`src/rtl/sseq_pkg.sv`:
```
package sseq_pkg;
  localparam int DIV_W          = 8;
  localparam int CODE_W         = 10;
  localparam int CFG_DIV_LSB    = 20;
  localparam int CFG_EN_BIT     = 8;
  localparam int CFG_REQ_BIT    = 7;
  localparam int CFG_FREE_BIT   = 6;
  localparam int STAT_VALID_BIT = 10;

  typedef struct packed {
    logic [DIV_W-1:0] div;
    logic             en;
    logic             req;
    logic             free;
  } sseq_cfg_t;

  // divider value actually used: zero behaves as one
  function automatic logic [DIV_W-1:0] eff_div(input logic [DIV_W-1:0] raw);
    return (raw == '0) ? DIV_W'(1) : raw;
  endfunction

  // system cycles taken by one conversion
  function automatic int conv_cycles(input int raw_div, input int ticks);
    return ((raw_div == 0) ? 1 : raw_div) * ticks;
  endfunction
endpackage

```
`src/rtl/sseq_cfg_reg.sv`:
```
module sseq_cfg_reg
  import sseq_pkg::*;
(
  input  logic        clk,
  input  logic        rst_n,
  input  logic        we,
  input  logic [31:0] wdata,
  input  logic        conv_done,
  output sseq_cfg_t   cfg
);
  logic unused_bits;
  assign unused_bits = ^{wdata[31:28], wdata[19:9], wdata[5:0]};

  always_ff @(posedge clk or negedge rst_n) begin
    if (!rst_n) begin
      cfg <= '0;
    end else if (we) begin
      cfg.div  <= wdata[CFG_DIV_LSB +: DIV_W];
      cfg.en   <= wdata[CFG_EN_BIT];
      cfg.free <= wdata[CFG_FREE_BIT];
      cfg.req  <= wdata[CFG_REQ_BIT] & wdata[CFG_EN_BIT];
    end else if (conv_done) begin
      cfg.req  <= 1'b0;
    end
  end
endmodule

```
`src/rtl/sseq_clkdiv.sv`:
```
module sseq_clkdiv
  import sseq_pkg::*;
(
  input  logic             clk,
  input  logic             rst_n,
  input  logic             run,
  input  logic [DIV_W-1:0] div_raw,
  output logic             tick,
  output logic [DIV_W-1:0] cnt,
  output logic [DIV_W-1:0] div_used
);
  assign div_used = eff_div(div_raw);
  assign tick     = run && (cnt >= div_used - DIV_W'(1));

  always_ff @(posedge clk or negedge rst_n) begin
    if (!rst_n)              cnt <= '0;
    else if (!run || tick)   cnt <= '0;
    else                     cnt <= cnt + DIV_W'(1);
  end
endmodule

```
`src/rtl/sseq_conv_fsm.sv`:
```
module sseq_conv_fsm #(
  parameter int CONV_TICKS = 4
) (
  input  logic clk,
  input  logic rst_n,
  input  logic en,
  input  logic free,
  input  logic req,
  input  logic tick,
  output logic busy,
  output logic done
);
  localparam int TW = (CONV_TICKS > 1) ? $clog2(CONV_TICKS) : 1;

  logic [TW-1:0] tcnt;
  logic          launch;

  assign launch = !busy && en && (free || req);
  assign done   = busy && en && tick && (tcnt == TW'(CONV_TICKS - 1));

  always_ff @(posedge clk or negedge rst_n) begin
    if (!rst_n) begin
      busy <= 1'b0;
      tcnt <= '0;
    end else if (!en) begin
      busy <= 1'b0;
      tcnt <= '0;
    end else if (launch) begin
      busy <= 1'b1;
      tcnt <= '0;
    end else if (done) begin
      busy <= free;
      tcnt <= '0;
    end else if (tick) begin
      tcnt <= tcnt + TW'(1);
    end
  end
endmodule

```
`src/rtl/sseq_result.sv`:
```
module sseq_result
  import sseq_pkg::*;
(
  input  logic              clk,
  input  logic              rst_n,
  input  logic              en,
  input  logic              done,
  input  logic [CODE_W-1:0] code,
  output logic [CODE_W-1:0] data,
  output logic              valid
);
  always_ff @(posedge clk or negedge rst_n) begin
    if (!rst_n) begin
      data  <= '0;
      valid <= 1'b0;
    end else begin
      if (done) data <= code;
      if (!en)        valid <= 1'b0;
      else if (done)  valid <= 1'b1;
    end
  end
endmodule

```
`src/rtl/sensor_seq_ctrl.sv`:
```
module sensor_seq_ctrl
  import sseq_pkg::*;
#(
  parameter int CONV_TICKS = 4
) (
  input  logic              clk,
  input  logic              rst_n,
  input  logic              cfg_we,
  input  logic [31:0]       cfg_wdata,
  output logic [31:0]       cfg_rdata,
  output logic [31:0]       stat_rdata,
  input  logic [CODE_W-1:0] sns_code,
  output logic              sns_tick,
  output logic              sns_busy
);
  sseq_cfg_t        cfg_q;
  logic             cfg_en, cfg_free;
  logic             conv_busy, conv_tick, conv_done;
  logic             res_valid;
  logic [CODE_W-1:0] res_data;
  logic [DIV_W-1:0] div_cnt, div_used;

  assign cfg_en   = cfg_q.en;
  assign cfg_free = cfg_q.free;

  sseq_cfg_reg u_cfg (
    .clk(clk), .rst_n(rst_n), .we(cfg_we), .wdata(cfg_wdata),
    .conv_done(conv_done), .cfg(cfg_q)
  );

  sseq_clkdiv u_div (
    .clk(clk), .rst_n(rst_n), .run(conv_busy && cfg_en), .div_raw(cfg_q.div),
    .tick(conv_tick), .cnt(div_cnt), .div_used(div_used)
  );

  sseq_conv_fsm #(.CONV_TICKS(CONV_TICKS)) u_fsm (
    .clk(clk), .rst_n(rst_n), .en(cfg_en), .free(cfg_free), .req(cfg_q.req),
    .tick(conv_tick), .busy(conv_busy), .done(conv_done)
  );

  sseq_result u_res (
    .clk(clk), .rst_n(rst_n), .en(cfg_en), .done(conv_done), .code(sns_code),
    .data(res_data), .valid(res_valid)
  );

  always_comb begin
    cfg_rdata = '0;
    cfg_rdata[CFG_DIV_LSB +: DIV_W] = cfg_q.div;
    cfg_rdata[CFG_EN_BIT]           = cfg_q.en;
    cfg_rdata[CFG_REQ_BIT]          = cfg_q.req;
    cfg_rdata[CFG_FREE_BIT]         = cfg_q.free;
    stat_rdata = '0;
    stat_rdata[CODE_W-1:0]          = res_data;
    stat_rdata[STAT_VALID_BIT]      = res_valid;
  end

  assign sns_tick = conv_tick;
  assign sns_busy = conv_busy;
endmodule

```
`config.mk`:
```
export PLATFORM = sky130hd
export DESIGN_NAME = sensor_seq_ctrl
export DESIGN_NICKNAME = d
export VERILOG_FILES = /design/src/rtl/sseq_pkg.sv /design/src/rtl/sseq_cfg_reg.sv /design/src/rtl/sseq_clkdiv.sv /design/src/rtl/sseq_conv_fsm.sv /design/src/rtl/sseq_result.sv /design/src/rtl/sensor_seq_ctrl.sv
export SDC_FILE = /design/constraint.sdc
export NUM_CORES = 1
export LEC_CHECK = 0
export ABC_AREA = 1
export CAP_MARGIN = 15
export CORE_MARGIN = 8
export CORE_UTILIZATION = 40
export DETAILED_ROUTE_END_ITERATION = 10
export MAX_ROUTING_LAYER = met4
export PLACE_DENSITY = 0.82
export SYNTH_ARGS = -nofsm -noshare
export SYNTH_HDL_FRONTEND = slang
export SYNTH_SLANG_ARGS = --single-unit
```
`constraint.sdc`:
```
create_clock -name clk -period 2.9 [get_ports clk]
set_input_delay 0.435 -clock clk [delete_from_list [all_inputs] [get_ports clk]]
set_output_delay 0.435 -clock clk [all_outputs]
set_load 0.01 [all_outputs]
```
==> flow_summary.yaml, run 1 <==
floorplan:
  design.die.area_um2: 7850
  initial_util_pct: 41.3
  floorplan.die.height_um: 88.6
  num_rows: 26
  floorplan.core_area_um2: 5110
  io_pins: 111
  die_width_um: 88.6
global_routing:
  antenna_violations_before_repair: 0
  grt_util_all_layers_pct: 12.5
  maximum_number_of_pins_on_one_net_before_global_route_repair: 34
  first_global_vias: 1704
  overflow: 0
  grt_pass1_wl_um: 7440
layout:
  multi_input_area_um2: 992
  drive_gt1_share_pct: 18.7
  post-route-util_pct: 54.5
  nets: 376
  final-seq-area_um2: 826
  filler_cell_count: 466
  layout-area-overhead-vs-synth_pct: 32.0
  finalNonFillerCells: 391
  antenna_cells_inserted: 0
synthesis:
  synth_top_cell_by_area: "dfrtp_1"
  synth_top_area_share_pct: 39.2
  number_of_enable_flip_flop_cells_after_synthesis: 0
  post_synth_most_frequent_cells: "55 x nand2_1, 46 x buf_4, 33 x dfrtp_1, 33 x inv_1, 17 x nor2_1"
  synth-seq-cells: 33
  synth_seq_area_share_pct: 39.2
  ys.flop_type: "dfrtp_1"
  ys_top_cells_by_area: "dfrtp_1 39%, buf_4 16%, nand2_1 9.8%, ha_1 6.5%, inv_1 5.9%"
  synth_async_sr_flop_share_pct: 100
  post_synth.cell_area_avg_um2: 8.33
  post_synth_inst_count: 253
  synthMostInstantiatedCell: "nand2_1"
  mapped_area_um2: 2110
  ys_warn_count: 0
  synth_cell_types: 24
sta:
  worstMarginPinSlew_ns: 0.522
  timing_max_transition_violations_final: 0
  fin_crit_ns: 2.84
  skew_ns: 0.00695
  achievable_freq_ghz: 0.353
  min_period_over_period_pct: 97.8
  setup_viol: 0
  setup_repair_after_global_routing_missed_its_margin: "true"
  hold_violations: 0
  max_slew_margin_pct: 65.1
power:
  power_per_cell_area_nw_per_um2: 437
  leakagePower_uw: 0.00144
  power.ir.vdd_worst_mv: 0.274
placement:
  place_congestion: 0.818
  portBuffers: 47
  number_of_cells_in_the_design_after_placement: 376
  dpl.hpwl_um: 3640
clock_network:
  clock-sinks: 33
  clockRootBuffer: "clkbuf_8"
  clk_path_buf_depth: 2
  clkLatencyLatePin_ns: 0.28
  cts.clk_slew.worst_paths_ns: 0.07
  tritoncts: "built"
  cts_hold_repair.buffers: 0
  ctsHtreeMaxLevel: 2
  cts_buffers: 5
setup_path:
  crit_arrival_ns: 2.40
  path_buf_inv: 3
  maximum_cell_stage_delay_along_the_critical_path_ns: 0.41
  worst_setup_path_end_kind: "output pin"
  worstPathRequired_ns: 2.47
  worstSetupPathType: "flip-flop to output pin"
  worstPathMaxFanout: 3
  timing.critical_path.from_type: "flip-flop"
  slowest_stage_cell_crit_path: "dfrtp_1"
  critPathTopFamily: "simple AND/OR/NAND/NOR gates"
  cp_cell_sequence: "nor3_2, a21oi_2, ha_2, nand2_1, xor2_1, inv_1, ha_1, nand2_1, nor2_1, nand2_2, nand2_4, nand2_4, inv_2, buf_6"
routing:
  postRouteWirelength_um: 4940
  vias: 1678
  drc: 0
  final_antenna_net_count: 0
  drt_first_pass_iters: 4
  drt-vias-per-instance: 4.29
  drt_first_iter_violations: 79
  routedWlPerCell_um: 12.6
status:
  outcome: "finished clean"
flow_run:
  cap_viol_max_count: 0
hold_path:
  worst_hold_path_type: "flip-flop to flip-flop"
## worst register-to-register path, delay by kind of cell (launching register included)
kind	cells	cell delay (ns)
AOI/OAI and AO/OA	2	0.16
xor gates and xnor gates	1	0.17
adders and majority gates	2	0.48
buffers and inverters	2	0.19
DFF	1	0.41
and+or+nand+nor	8	1.13
## kinds of logic after synthesis
family                     share of synthesized area [%]
and+or+nand+nor                                     19.3
buffers and inverters                               23.9
DFF                                                 39.2
AOI/OAI and AO/OA                                   7.60
adders and majority gates                           6.53
xor gates and xnor gates                            3.32
other                                              0.178
## report_power, final
group / leakage [uW] / internal [uW] / switching (uW)
sequential: 0.000388 / 478 / 16.7
combinational: 0.000992 / 127 / 148
clock: 0.0000585 / 280 / 164
total: 0.00144 / 885 / 330
## metrics by stage
stage                     worst slack [ns]  hold WS [ns]  total power (uW)  instance area (um2)  setup TNS [ns]
after detailed placement            -0.117         0.467               740                 2550          -0.117
after CTS                           0.0822         0.485              1200                 2690               0
after global routing               -0.0751         0.505              1280                 2780         -0.0751
after floorplan                      0.361         0.139               664                 2260               0
after global placement             -0.0836         0.462               731                 2550         -0.0836
final                               0.0649         0.479              1210                 2780               0
## layout by cell type, fill, tap and decap left out, types with 2 or more instances in the layout
master / Yosys / layout
nor2_1: 17 / 15
inv_2: 0 / 4
nor3b_1: 2 / 2
xor2_1: 6 / 5
nand2_2: 1 / 4
nand2_4: 1 / 3
buf_4: 46 / 22
nand3_1: 10 / 10
inv_1: 33 / 29
nand2_1: 55 / 50
a21oi_1: 3 / 2
o21ai_2: 10 / 10
nand4_1: 2 / 2
clkdlybuf4s50_1: 0 / 46
nor3_1: 3 / 2
ha_1: 11 / 10
o21ai_0: 10 / 10
conb_1: 1 / 42
dfrtp_1: 33 / 33
clkbuf_8: 0 / 6
## state kept, by name (all words and copies together) (netlist names)
signal       flops
u_cfg.cfg       11
u_div.cnt        8
u_res.valid      1
u_fsm.busy       1
u_fsm.tcnt       2
u_res.data      10
## layout make-up
| type | instances | area share (%) |
|---|---|---|
| sequential | 33 | 29.7 |
| multi-input combinational | 178 | 35.7 |
| tap | 70 | 3.15 |
| clock inverter | 1 | 1.08 |
| timing repair buffer | 69 | 22.9 |
| clock buffer | 7 | 3.10 |
| inverter | 33 | 4.45 |
## path summary, 6_finish.rpt
path / from / end / slack (ns) / cells after the start
min: u_res.data[0] / u_res.data[0] / 0.48 / 2
min in group asynchronous: rst_n / u_div.cnt[5] / 0.59 / 2
max in group asynchronous: rst_n / u_cfg.cfg[10] / 2.02 / 2
min reg2reg: u_res.data[0] / u_res.data[0] / 0.48 / 2
max: u_cfg.cfg[4] / sns_tick / 0.06 / 14
max reg2reg: u_cfg.cfg[4] / u_res.data[1] / 0.24 / 15
## timing repair
action / CTS / global route
gates resized for setup: 10 / 14
setup buffers: 1 / 6
pin swaps: 4 / 18
cloned: 0 / 0
endpoints found under the setup margin: 1 / 1
## routing by layer
| layer | global-route usage [%] | share of wire (%) | vias to the layer above |
|---|---|---|---|
| li1 | - | - | 828 |
| met1 | 12.4 | 36 | 777 |
| met2 | 22.7 | 55 | 64 |
| met3 | 2.51 | 6.2 | 9 |
| met4 | 6.61 | 2.1 | 0 |
| met5 | - | 0 | - |
No activity file was read; power rests on OpenSTA's default activity.
==> run 2: changes to the inputs <==
--- a/config.mk
+++ b/config.mk
@@ -6,12 +6,14 @@
 export NUM_CORES = 1
 export LEC_CHECK = 0
 export ABC_AREA = 1
+export ABC_CLOCK_PERIOD_IN_PS = 2900
 export CAP_MARGIN = 15
 export CORE_MARGIN = 8
 export CORE_UTILIZATION = 40
 export DETAILED_ROUTE_END_ITERATION = 10
 export MAX_ROUTING_LAYER = met4
 export PLACE_DENSITY = 0.82
+export SETUP_SLACK_MARGIN = 0.15
 export SYNTH_ARGS = -nofsm -noshare
 export SYNTH_HDL_FRONTEND = slang
 export SYNTH_SLANG_ARGS = --single-unit
==> constraint.sdc (replaced) <==
create_clock -name clk -period 2.9 [get_ports clk]
set_input_delay 0.29 -clock clk [delete_from_list [all_inputs] [get_ports clk]]
set_output_delay 0.29 -clock clk [all_outputs]
set_load 0.01 [all_outputs]
==> flow_summary.yaml, run 2 (same netlist as run 1, synthesis figures left out) <==
sta:
  achievable_freq_ghz: 0.375
  final.setup.tns_ns: 0
  hold_violations: 0
  worstMarginPinSlew_ns: 0.545
  fin_ws_ns: 0.235
  fin_crit_ns: 2.67
  setup_viol: 0
  min_period_over_period_pct: 91.9
  max_slew_margin_pct: 63.6
  setup_repair_after_global_routing_missed_its_margin: "true"
  skew_ns: 0.00773
  timing_max_transition_violations_final: 0
routing:
  drt_first_iter_violations: 59
  drt-vias-per-instance: 4.27
  drc: 0
  drt_first_pass_iters: 4
  final_antenna_net_count: 0
  vias: 1647
  postRouteWirelength_um: 4860
  routedWlPerCell_um: 12.6
placement:
  dpl.hpwl_um: 3590
  place_congestion: 0.835
  place_worst_setup_slack_ns: 0.0137
  portBuffers: 47
setup_path:
  crit_arrival_ns: 2.38
  worstPathRequired_ns: 2.61
  worstPathMaxFanout: 3
  worst_setup_path_end_kind: "output pin"
  worstSetupPathType: "flip-flop to output pin"
  timing.critical_path.from_type: "flip-flop"
clock_network:
  cts.clk_slew.worst_paths_ns: 0.06
  tritoncts: "built"
  cts_hold_repair.buffers: 0
  clkLatencyLatePin_ns: 0.29
  clockRootBuffer: "clkbuf_8"
  cts_buffers: 5
  clk_path_buf_depth: 2
  ctsHtreeMaxLevel: 2
  clock-sinks: 33
floorplan:
  initial_util_pct: 41.3
  io_pins: 111
  floorplan.core_area_um2: 5110
  num_rows: 26
  die_width_um: 88.6
  design.die.area_um2: 7850
  floorplan.die.height_um: 88.6
power:
  seqPwrFrac_pct: 38.7
  power.ir.vdd_worst_mv: 0.367
  power.clock.fraction_pct: 40.1
  power.net_switching_uw: 342
  power_per_cell_area_nw_per_um2: 459
  swShare_pct: 26.6
  leakagePower_uw: 0.00144
  p_int_uw: 945
  power_frac_comb_pct: 21.2
hold_path:
  worst_hold_path_type: "primary input to async pin"
layout:
  layout.cells.most_common: "nand2_1"
  top_regs: "u_cfg.cfg: 11 flops, u_res.data: 10 flops, u_div.cnt: 8 flops"
  layout-area-overhead-vs-synth_pct: 32.9
  largest_register_ff_count: 11
  antenna_cells_inserted: 0
  mostFrequentLayoutCells: "50 x nand2_1, 46 x clkdlybuf4s50_1, 42 x conb_1"
  nets: 371
  drive_gt1_share_pct: 18.4
  register_bank_with_the_most_flops: "u_cfg.cfg"
  filler_cell_count: 462
global_routing:
  overflow: 0
  antenna_violations_before_repair: 0
  grt_pass1_wl_um: 7200
  maximum_number_of_pins_on_one_net_before_global_route_repair: 34
  grt_util_all_layers_pct: 12.2
  first_global_vias: 1628
flow_run:
  cap_viol_max_count: 0
status:
  outcome: "finished clean"
[run 2: path summary, 6_finish.rpt]
check                              start            end  slack [ns]  cells after the start
max reg2reg                 u_cfg.cfg[4]  u_res.data[0]        0.28                     14
max                         u_cfg.cfg[4]       sns_tick        0.23                     13
min                                rst_n   u_cfg.cfg[4]        0.42                      2
min in group clk           u_res.data[4]  u_res.data[4]        0.48                      2
max in group asynchronous          rst_n   u_div.cnt[7]        2.18                      2
min reg2reg                u_res.data[4]  u_res.data[4]        0.48                      2
[run 2: power groups by stage]
stage	sequential [uW]	combinational, uW	clock (uW)
global route	500	302	550
CTS	494	240	527
global placement	501	225	0
floorplan	507	157	0
finish	498	273	517
detailed placement	501	232	0
[run 2: repair_timing]
item / in CTS / in global routing
setup endpoints to repair: 1 / 15
resized for setup: 12 / 18
buffers inserted: 1 / 4
pin swaps: 6 / 13
[run 2: layout make-up]
| type | count | area [um2] | share of cell area, % |
|---|---|---|---|
| clock inverter | 3 | 65.1 | 2.32 |
| inverter | 33 | 124 | 4.42 |
| sequential | 33 | 826 | 29.5 |
| multi-input combinational | 178 | 1030 | 36.7 |
| clock buffer | 5 | 68.8 | 2.46 |
| timing repair buffer | 64 | 603 | 21.5 |
| tap | 70 | 87.6 | 3.12 |
[run 2: metal layers]
| layer | wire length [um] | vias to the layer above | GRT usage [%] | share of wire (%) |
|---|---|---|---|---|
| li1 | - | 818 | - | - |
| met1 | 1840 | 762 | 12.6 | 38 |
| met2 | 2620 | 57 | 21.5 | 54 |
| met3 | 280 | 10 | 2.88 | 5.8 |
| met4 | 125 | 0 | 5.07 | 2.6 |
| met5 | 0 | - | - | 0 |
[run 2: critical path: stages (launching register included)]
cell	delay [ns]
dfrtp_1	0.44
nor3_4	0.27
a21oi_4	0.10
ha_4	0.19
nand2_2	0.07
xor2_1	0.14
inv_1	0.06
ha_1	0.27
nand2_1	0.07
o21a_1	0.21
nand2_4	0.08
nand2_4	0.05
inv_2	0.05
buf_6	0.09
[run 2: stage by stage]
step	cell area [um2]	power, uW	std cells	hold slack (ns)	util, %
2_1_floorplan	2260	664	294	-0.00559	-
3_3_place_gp	2530	726	373	0.462	49.6
3_5_place_dp	2530	733	373	0.468	49.6
4_1_cts	2690	1260	382	0.424	52.6
5_1_grt	2800	1350	386	0.447	54.9
6_report	2800	1290	386	0.423	54.9
==> run 3: changes to the inputs <==
--- a/config.mk
+++ b/config.mk
@@ -6,7 +6,7 @@
 export NUM_CORES = 1
 export LEC_CHECK = 0
 export ABC_AREA = 1
-export ABC_CLOCK_PERIOD_IN_PS = 2900
+export ABC_CLOCK_PERIOD_IN_PS = 2600
 export CAP_MARGIN = 15
 export CORE_MARGIN = 8
 export CORE_UTILIZATION = 40
==> constraint.sdc (replaced) <==
create_clock -name clk -period 2.6 [get_ports clk]
set_input_delay 0.26 -clock clk [delete_from_list [all_inputs] [get_ports clk]]
set_output_delay 0.26 -clock clk [all_outputs]
set_load 0.01 [all_outputs]
==> flow_summary.yaml, run 3 (same netlist as run 1, synthesis figures left out) <==
placement:
  portBuffers: 47
  dpl.hpwl_um: 3510
  place_congestion: 0.820
  place_worst_setup_slack_ns: -0.245
  dpl_cell_area_um2: 2560
  number_of_cells_in_the_design_after_placement: 377
layout:
  filler_cell_count: 469
  post-route-cell-area_um2: 2840
  mostFrequentLayoutCells: "47 x nand2_1, 46 x clkdlybuf4s50_1, 42 x conb_1"
  drive_gt1_share_pct: 22.0
  top_regs: "u_cfg.cfg: 11 flops, u_res.data: 10 flops, u_div.cnt: 8 flops"
  largest_register_ff_count: 11
  nets: 378
  post-route-util_pct: 55.7
  layout.cells.most_common: "nand2_1"
  finalNonFillerCells: 393
  layout-area-overhead-vs-synth_pct: 34.9
  antenna_cells_inserted: 0
  register_bank_with_the_most_flops: "u_cfg.cfg"
power:
  p_int_uw: 871
  power.ir.vdd_worst_mv: 0.340
  seqPwrFrac_pct: 44.2
  swShare_pct: 30.5
  power_per_cell_area_nw_per_um2: 441
  power.clock.fraction_pct: 29.6
  leakagePower_uw: 0.00143
  power_frac_comb_pct: 26.2
  power.net_switching_uw: 382
setup_path:
  ff2ff_path_depth: 17
  timing.critical_path.from_type: "flip-flop"
  worst_setup_path_end_kind: "output pin"
  slowest_stage_cell_crit_path: "dfrtp_1"
  worstPathRequired_ns: 2.34
  worstSetupPathType: "flip-flop to output pin"
  maximum_cell_stage_delay_along_the_critical_path_ns: 0.40
  path_buf_inv: 4
  crit_arrival_ns: 2.39
  critPathTopFamily: "adder cells"
  worstSetupPathDepth: 15
  rr_startpoint: "u_cfg.cfg[8]"
  ff2ff_setup_slack_ns: 0.01
  worstPathMaxFanout: 3
  worst_path_most_repeated_cell: "nand2_2"
  cp_cell_sequence: "inv_2, nand2_2, nor2_4, a21oi_4, ha_4, nand2_2, xor2_1, inv_1, ha_4, nand2_4, o21a_1, nand2_4, nand2_2, inv_2, buf_6"
  worstReg2RegEnd: "u_fsm.tcnt[0]"
flow_run:
  cap_viol_max_count: 0
status:
  failed_checks: "setup timing"
  outcome: "finished, violations left"
clock_network:
  cts.clk_slew.worst_paths_ns: 0.06
  ctsHtreeMaxLevel: 2
  cts_buffers: 5
  clk_path_buf_depth: 2
  clock-sinks: 33
  cts_hold_repair.buffers: 0
  clkLatencyLatePin_ns: 0.29
  tritoncts: "built"
  clockRootBuffer: "clkbuf_8"
global_routing:
  first_global_vias: 1587
  maximum_number_of_pins_on_one_net_before_global_route_repair: 34
  overflow: 0
  antenna_violations_before_repair: 0
  grt_pass1_wl_um: 7200
  grt_util_all_layers_pct: 12.1
routing:
  drt_first_iter_violations: 74
  drc: 0
  routedWlPerCell_um: 12.8
  final_antenna_net_count: 0
  drt-vias-per-instance: 4.22
  drt_first_pass_iters: 4
  postRouteWirelength_um: 5020
  vias: 1659
sta:
  fin_crit_ns: 2.65
  hold_violations: 0
  fin_ws_ns: -0.0547
  setup_viol: 1
  final.setup.tns_ns: -0.0547
  timing_max_transition_violations_final: 0
  skew_ns: 0.00465
  setup_repair_after_global_routing_missed_its_margin: "true"
  min_period_over_period_pct: 102
  achievable_freq_ghz: 0.377
  worstMarginPinSlew_ns: 0.529
  max_slew_margin_pct: 64.6
floorplan:
  floorplan.die.height_um: 88.6
  initial_util_pct: 41.3
  io_pins: 111
  die_width_um: 88.6
  floorplan.core_area_um2: 5110
  design.die.area_um2: 7850
  num_rows: 26
hold_path:
  worst_hold_path_type: "primary input to async pin"
[run 3: cell types whose count changed in the layout (fill, tap and decap cells not counted), moves of 2 or more]
cell and change:
buf_4 +4, nand2_2 +3, nand3_2 +2, nand2_1 -3, bufinv_16 -2
[run 3: cell type report]
cell class | instances | area, um2 | area share, %
sequential | 33 | 826 | 29.0
multi-input combinational | 180 | 1080 | 38.0
clock buffer | 6 | 72.6 | 2.55
timing repair buffer | 69 | 644 | 22.7
tap | 70 | 87.6 | 3.08
clock inverter | 2 | 10.0 | 0.352
inverter | 33 | 124 | 4.36
[run 3: metal layers]
metal / wire length (um) / part of all wire (%) / up-vias / global-route usage (%)
met5: 0 / 0 / - / -
met4: 97 / 1.9 / 0 / 5.53
met3: 268 / 5.3 / 9 / 2.60
met2: 2690 / 54 / 55 / 21.1
met1: 1970 / 39 / 757 / 12.8
li1: - / - / 838 / -
[run 3: repair_timing]
item / CTS / global route
cloned: 0 / 2
gates resized for setup: 21 / 18
setup buffers: 2 / 4
endpoints found under the setup margin: 17 / 24
pin swaps: 19 / 14
[run 3: worst max path at each step]
stage	from	end
finish	u_cfg.cfg[8]	sns_tick
global route	u_cfg.cfg[9]	sns_tick
CTS	u_cfg.cfg[6]	sns_tick
detailed placement	u_cfg.cfg[5]	sns_tick
global placement	u_cfg.cfg[5]	sns_tick
floorplan	u_cfg.cfg[5]	u_fsm.busy
[run 3: through the flow]
step	total power, uW	hold WS, ns
2_1_floorplan	741	-0.0356
3_3_place_gp	817	0.463
3_5_place_dp	825	0.467
4_1_cts	1220	0.390
5_1_grt	1320	0.405
6_report	1250	0.378
[run 3: power by group through the flow]
stage          Clock, uW  Combinational (uW)  Sequential (uW)
3_5_place_dp           0                 267              558
6_report             370                 329              554
2_1_floorplan          0                 175              566
4_1_cts              382                 288              549
5_1_grt              406                 362              556
3_3_place_gp           0                 260              557
